### src/rtl/gci_pkg.sv
// Shared types of the gated clock inverter.
package gci_pkg;
    // Pair of single-cycle edge strobes for the output level.
    typedef struct packed {
        logic rise;
        logic fall;
    } gci_edge_t;

    localparam logic LEVEL_AT_RESET = 1'b0;
endpackage

### src/rtl/gci_level.sv
// gci_level: works out the output level for the next sampling edge.
// Assumes gate_open is the registered stored gate. Purely combinational.
module gci_level (
    input  logic clk_in,
    input  logic gate_in,
    input  logic gate_open,
    output logic next_level
);
    logic candidate;

    // Inverted AND of clock and gate, forced low when the stored gate is shut.
    always_comb begin
        candidate  = !(clk_in && gate_in);
        next_level = gate_open ? candidate : 1'b0;
    end
endmodule

### src/rtl/gci_gate_hold.sv
// gci_gate_hold: stores the output gate. It reloads from the incoming gate
// only when the level being registered is low.
// Assumes a synchronous active-low reset.
module gci_gate_hold #(
    parameter logic INIT_GATE = 1'b1
) (
    input  logic clk,
    input  logic rst_n,
    input  logic next_level,
    input  logic gate_in,
    output logic gate_q
);
    // Reload the stored gate during the low phase only.
    always_ff @(posedge clk) begin
        if (!rst_n)
            gate_q <= INIT_GATE;
        else if (!next_level)
            gate_q <= gate_in;
    end
endmodule

### src/rtl/gci_edge_track.sv
// gci_edge_track: registers the output level and flags its changes as
// one-cycle rise and fall strobes. Assumes a synchronous active-low reset.
module gci_edge_track
    import gci_pkg::*;
(
    input  logic      clk,
    input  logic      rst_n,
    input  logic      next_level,
    output logic      level_q,
    output gci_edge_t edges_q
);
    // Register the level and compare it with the one it replaces.
    always_ff @(posedge clk) begin
        if (!rst_n) begin
            level_q <= LEVEL_AT_RESET;
            edges_q <= '0;
        end else begin
            level_q      <= next_level;
            edges_q.rise <= next_level && !level_q;
            edges_q.fall <= !next_level && level_q;
        end
    end
endmodule

### src/rtl/gated_clk_inverter.sv
// gated_clk_inverter: sampled model of a gated clock inverter. The output
// is the inverse of (clk_in AND gate_in), held low while the stored gate is
// shut. All outputs are registered on clk. Assumes that clk samples clk_in
// fast enough to see every phase.
module gated_clk_inverter
    import gci_pkg::*;
#(
    parameter logic INIT_GATE = 1'b1
) (
    input  logic clk,
    input  logic rst_n,
    input  logic clk_in,
    input  logic gate_in,
    output logic clk_out,
    output logic gate_out,
    output logic rise_pulse,
    output logic fall_pulse,
    output logic ready
);
    logic      next_level;
    logic      gate_q;
    logic      level_q;
    gci_edge_t edges_q;

    gci_level u_level (
        .clk_in     (clk_in),
        .gate_in    (gate_in),
        .gate_open  (gate_q),
        .next_level (next_level)
    );

    gci_gate_hold #(.INIT_GATE(INIT_GATE)) u_gate (
        .clk        (clk),
        .rst_n      (rst_n),
        .next_level (next_level),
        .gate_in    (gate_in),
        .gate_q     (gate_q)
    );

    gci_edge_track u_edge (
        .clk        (clk),
        .rst_n      (rst_n),
        .next_level (next_level),
        .level_q    (level_q),
        .edges_q    (edges_q)
    );

    // Drive the ports from the registered state.
    always_comb begin
        clk_out    = level_q;
        gate_out   = gate_q;
        rise_pulse = edges_q.rise;
        fall_pulse = edges_q.fall;
        ready      = 1'b1;
    end
endmodule

### config.mk
export PLATFORM = sky130hd
export DESIGN_NAME = gated_clk_inverter
export DESIGN_NICKNAME = d
export VERILOG_FILES = /design/src/rtl/gci_pkg.sv /design/src/rtl/gci_level.sv /design/src/rtl/gci_gate_hold.sv /design/src/rtl/gci_edge_track.sv /design/src/rtl/gated_clk_inverter.sv
export SDC_FILE = /design/constraint.sdc
export NUM_CORES = 1
export LEC_CHECK = 0
export ABC_AREA = 1
export BUFFER_PORTS_ARGS = -buffer_cell sky130_fd_sc_hd__buf_4
export CORE_AREA = 2 2 39 41
export CTS_BUF_LIST = sky130_fd_sc_hd__clkbuf_16
export CTS_CLUSTER_DIAMETER = 40
export DETAILED_ROUTE_END_ITERATION = 10
export DIE_AREA = 0 0 41 43
export SETUP_SLACK_MARGIN = 0.05
export SYNTH_ARGS = -nofsm -noshare
export SYNTH_HDL_FRONTEND = slang
export SYNTH_SLANG_ARGS = --single-unit
### constraint.sdc
create_clock -name clk -period 0.95 [get_ports clk]
set_input_delay 0.1425 -clock clk [delete_from_list [all_inputs] [get_ports clk]]
set_output_delay 0.1425 -clock clk [all_outputs]
set_load 0.05 [all_outputs]
Word-level counts from Yosys, hierarchy flattened
Index checks and enable logic that the tools add are counted.
- register bits after elaboration: 4
- input bits: 4
- output and inout bits: 5
- word-level logic and storage cells: 11
- muxes and demuxes: 1
- reduce and logical (&&, ||, !) cells: 6
- operator list (kind ; number):
    $logic_and A1 B1 Y1 ; 3
    $logic_not A1 Y1 ; 3
    $mux W1 ; 1

Logic depth before layout (Yosys ltp)
- depth in word-level cells: 5
- gate-level depth with buffers: 3
- gate-level depth less buffers: 3

Modules after synthesis
A second synthesis with hierarchy kept.
- cell total of the unflattened synthesis: 17
- area total of the unflattened synthesis: 146.4 µm²
- by module, submodules not included (module ; instances ; cells an instance ; area an instance (µm²) ; seq. area each (µm²)):
    gci_edge_track ; 1 ; 8 ; 78.8 ; 60.1
    gci_gate_hold ; 1 ; 5 ; 43.8 ; 20.0
    gci_level ; 1 ; 2 ; 12.5 ; 0.0
    gated_clk_inverter ; 1 ; 2 ; 11.3 ; 0.0

Worst setup path before layout
Ideal clock, no wire load.
- path type: flip-flop to flip-flop
- start point: register u_gate.gate_q
- end point: register, netlist name u_edge.edges_q[1]
- setup time: 69 ps
- arrival: 875 ps
- required time: 881 ps
- slack: 6 ps
- cell stages (with the launch flop): 3
- buffers on the path: 0
- clock period less this slack: 944 ps
- cells stage by stage: dfxtp_1 nand3_2 nor2_1
- cells in the longest elaborated chain, start to end: 2
- RTL lines (element ; line ; source):
    start: declaration ; gci_gate_hold.sv:11 ; output logic gate_q
    start signal: assignment ; gci_gate_hold.sv:18 ; gate_q <= gate_in;
    $mux W1 ; gci_level.sv:14 ; next_level = gate_open ? candidate : 1'b0;
    $logic_and A1 B1 Y1 ; gci_edge_track.sv:19 ; edges_q.rise <= next_level && !level_q;
Every way passes these cells.
A chain may end at the register's enable or synchronous reset.

Final worst setup path
- start point: register u_gate.gate_q
- end point: output gate_out
- RTL lines (element ; line ; source):
    end: declaration ; gated_clk_inverter.sv:15 ; output logic gate_out,
No word-level cell between the ends.

==> summary.txt <==
Outcome
  • Status: finished clean

Layout
  • Final cell count without fillers: 39
  • Post-layout net count: 29
  • Finished Cell Area: 282 um^2
  • Post-layout util: 20.3%
  • Antenna cells: 0
  • Area added between synthesis and finish: 114%
  • Most common cell after layout, fill and taps aside: sky130_fd_sc_hd__buf_4
  • Commonest cells after routing, fill and taps aside: 5 x sky130_fd_sc_hd__buf_4, 3 x sky130_fd_sc_hd__clkbuf_16
  • Fraction of final layout cells sized beyond drive strength 1: 60.9%

Place
  • Buffers on Ports: 7
  • Placement Cell Area: 198 um^2
  • Post-placement cell count: 36
  • Routability-driven placement congestion ratio: 0.418
  • Place WS: 0.275 ns

Die
  • Width of the chip: 41 um
  • Core Footprint: 0.00138 mm^2
  • Die area: 0.00176 mm^2
  • Die extent in y: 43 um
  • Starting utilization of the core area: 9.49%
  • Top-Level Pins: 9
  • Number of cell rows: 14

Power and ir drop
  • Cell Pwr Density: 3140 mW/mm^2
  • Leakage power figure: 0.132 nW
  • Peak supply drop: 0.523 mV

Timing
  • Tcrit/Tclk final: 92.3%
  • Setup slack of the critical path after layout: 0.0728 ns
  • Number of setup violations in the final report: 0
  • Peak Freq: 1140 MHz
  • Hold Vio Cnt, Final: 0
  • Final critical delay including setup and external delays: 0.877 ns
  • Slew Limit Fails: 0
  • Setup repair after global routing missed its margin: no
  • Post-Route Skew: 0.00148 ns
  • Sum of negative setup slack: 0 ns

Synthesis
  • YS warnings: 0
  • Number of nets produced by synthesis: 18
  • Number of distinct standard cells referenced by the synthesized netlist: 9
  • Sequential fraction of the synthesis area: 61.0%
  • Average size of a mapped cell: 9.38 um^2
  • Gate count after technology mapping: 14
  • Area of the mapped netlist: 131 um^2
  • Post-synthesis register bit count: 4

Routing
  • Wire per inst: 6.54 um
  • Final wirelength: 255 um
  • Number of detailed-route iterations in the first pass: 1
  • Remaining DRCs: 0
  • Violation count after the first detailed-route iteration: 0
  • Post-detailed-route via-to-cell ratio: 2.97
  • Antenna Violating Nets Remaining: 0
  • Vias: 116

Worst setup path
  • Data arrival time of the worst path: 0.73 ns
  • Critical path depth in cells: 1
  • Critical path startpoint category: flip-flop
  • Critical path cell sequence: buf_6
  • Category of the worst setup path capture point: primary output
  • Number of buffer and inverter stages on the critical path: 1
  • Critical path peak fanout: 4
  • Family with the most delay on the worst path: flip-flops
  • Category of the critical setup timing path: reg -> out
  • Register-to-Register Path Depth: 2
  • Highest-delay cell along the critical path: sky130_fd_sc_hd__dfxtp_2
  • Largest stage delay, worst path: 0.35 ns
  • Required @ worst endpoint: 0.81 ns

GRT
  • Wire length of the first global-routing pass: 351 um
  • Antenna violations before repair: 0
  • Pin count of the biggest net entering global routing: 5
  • Vias in the first global route: 131
  • Total routing resource utilization after global routing: 3.70%
  • Total congestion overflow: 0

Clock network
  • Clock tree root buffer cell: sky130_fd_sc_hd__clkbuf_16
  • Clock tree from TritonCTS: done
  • Sink Count: 4
  • Clock Latency Late Sink: 0.22 ns
  • Buffer levels on the longest clock path: 2
  • Number of H-tree branching levels: 1
  • Number of hold buffers added after cts: 0
  • Number of CTS-inserted buffers: 3
  • Clock-pin transition on the worst setup and hold timing paths: 0.03 ns

Worst hold path
  • Class of the tightest hold or removal check: in -> reg
  • Number of stages on the worst hold path: 2

Flow run
  • Max capacitance violation total: 0
[synthesized netlist by cell type]
cell                      instances  area [um^2]
sky130_fd_sc_hd__nand2_2          1         6.26
sky130_fd_sc_hd__nor2_1           2         7.51
sky130_fd_sc_hd__inv_1            1         3.75
sky130_fd_sc_hd__nand2_1          2         7.51
sky130_fd_sc_hd__buf_4            1         7.51
sky130_fd_sc_hd__a21oi_1          1         5.00
sky130_fd_sc_hd__nand3_2          1         10.0
sky130_fd_sc_hd__conb_1           1         3.75
sky130_fd_sc_hd__dfxtp_1          4         80.1
[state kept, by name, summed over array words and instances (netlist names)]
| register | count |
|---|---|
| u_edge.edges_q | 2 |
| u_edge.level_q | 1 |
| u_gate.gate_q | 1 |
[metal layers]
metal	track usage [%]	wire length (um)	up-vias
li1	-	-	59
met1	1.59	72	49
met2	5.31	147	8
met3	0	34	0
met4	10.0	0	0
met5	0	0	-
[cell type report]
cell class | count | area (um^2)
Clock buffer | 3 | 75.1
Fill cell | 152 | 1100
Inverter | 1 | 3.75
Multi-Input combinational cell | 8 | 40.0
Sequential cell | 4 | 82.6
Tap cell | 16 | 20.0
Timing Repair Buffer | 7 | 60.1
[stage by stage]
step | hold WS (ns) | total power [mW]
2_1_floorplan | 0.211 | 0.224
3_3_place_gp | 0.337 | 0.244
3_5_place_dp | 0.337 | 0.245
4_1_cts | 0.104 | 0.901
5_1_grt | 0.116 | 0.915
6_report | 0.106 | 0.884
[repair_timing]
action / 4_1_cts / 5_1_grt
setup endpoints to repair: 2 / 1
buffers inserted: 0 / 0
gates resized for setup: 2 / 1
[cells by family after synthesis]
logic type             Yosys count  share of synthesized area [%]
buffers and inverters            2                           8.57
DFF                              4                           61.0
and+or+nand+nor                  6                           23.8
AOI/OAI and AO/OA                1                           3.81
other                            1                           2.85
[report_power, final]
group          switching, mW  total (mW)  internal, mW
sequential           0.00324       0.180         0.177
combinational         0.0430      0.0649        0.0220
clock                  0.103       0.639         0.536
[worst paths after layout]
check                                     from  slack, ns                 to
worst min register to register  u_edge.level_q       0.42  u_edge.edges_q[1]
worst max-delay path             u_gate.gate_q       0.07           gate_out
worst max register to register   u_gate.gate_q       0.37  u_edge.edges_q[1]
worst min-delay path                     rst_n       0.11      u_gate.gate_q
Power figures use the tool's default switching activity.
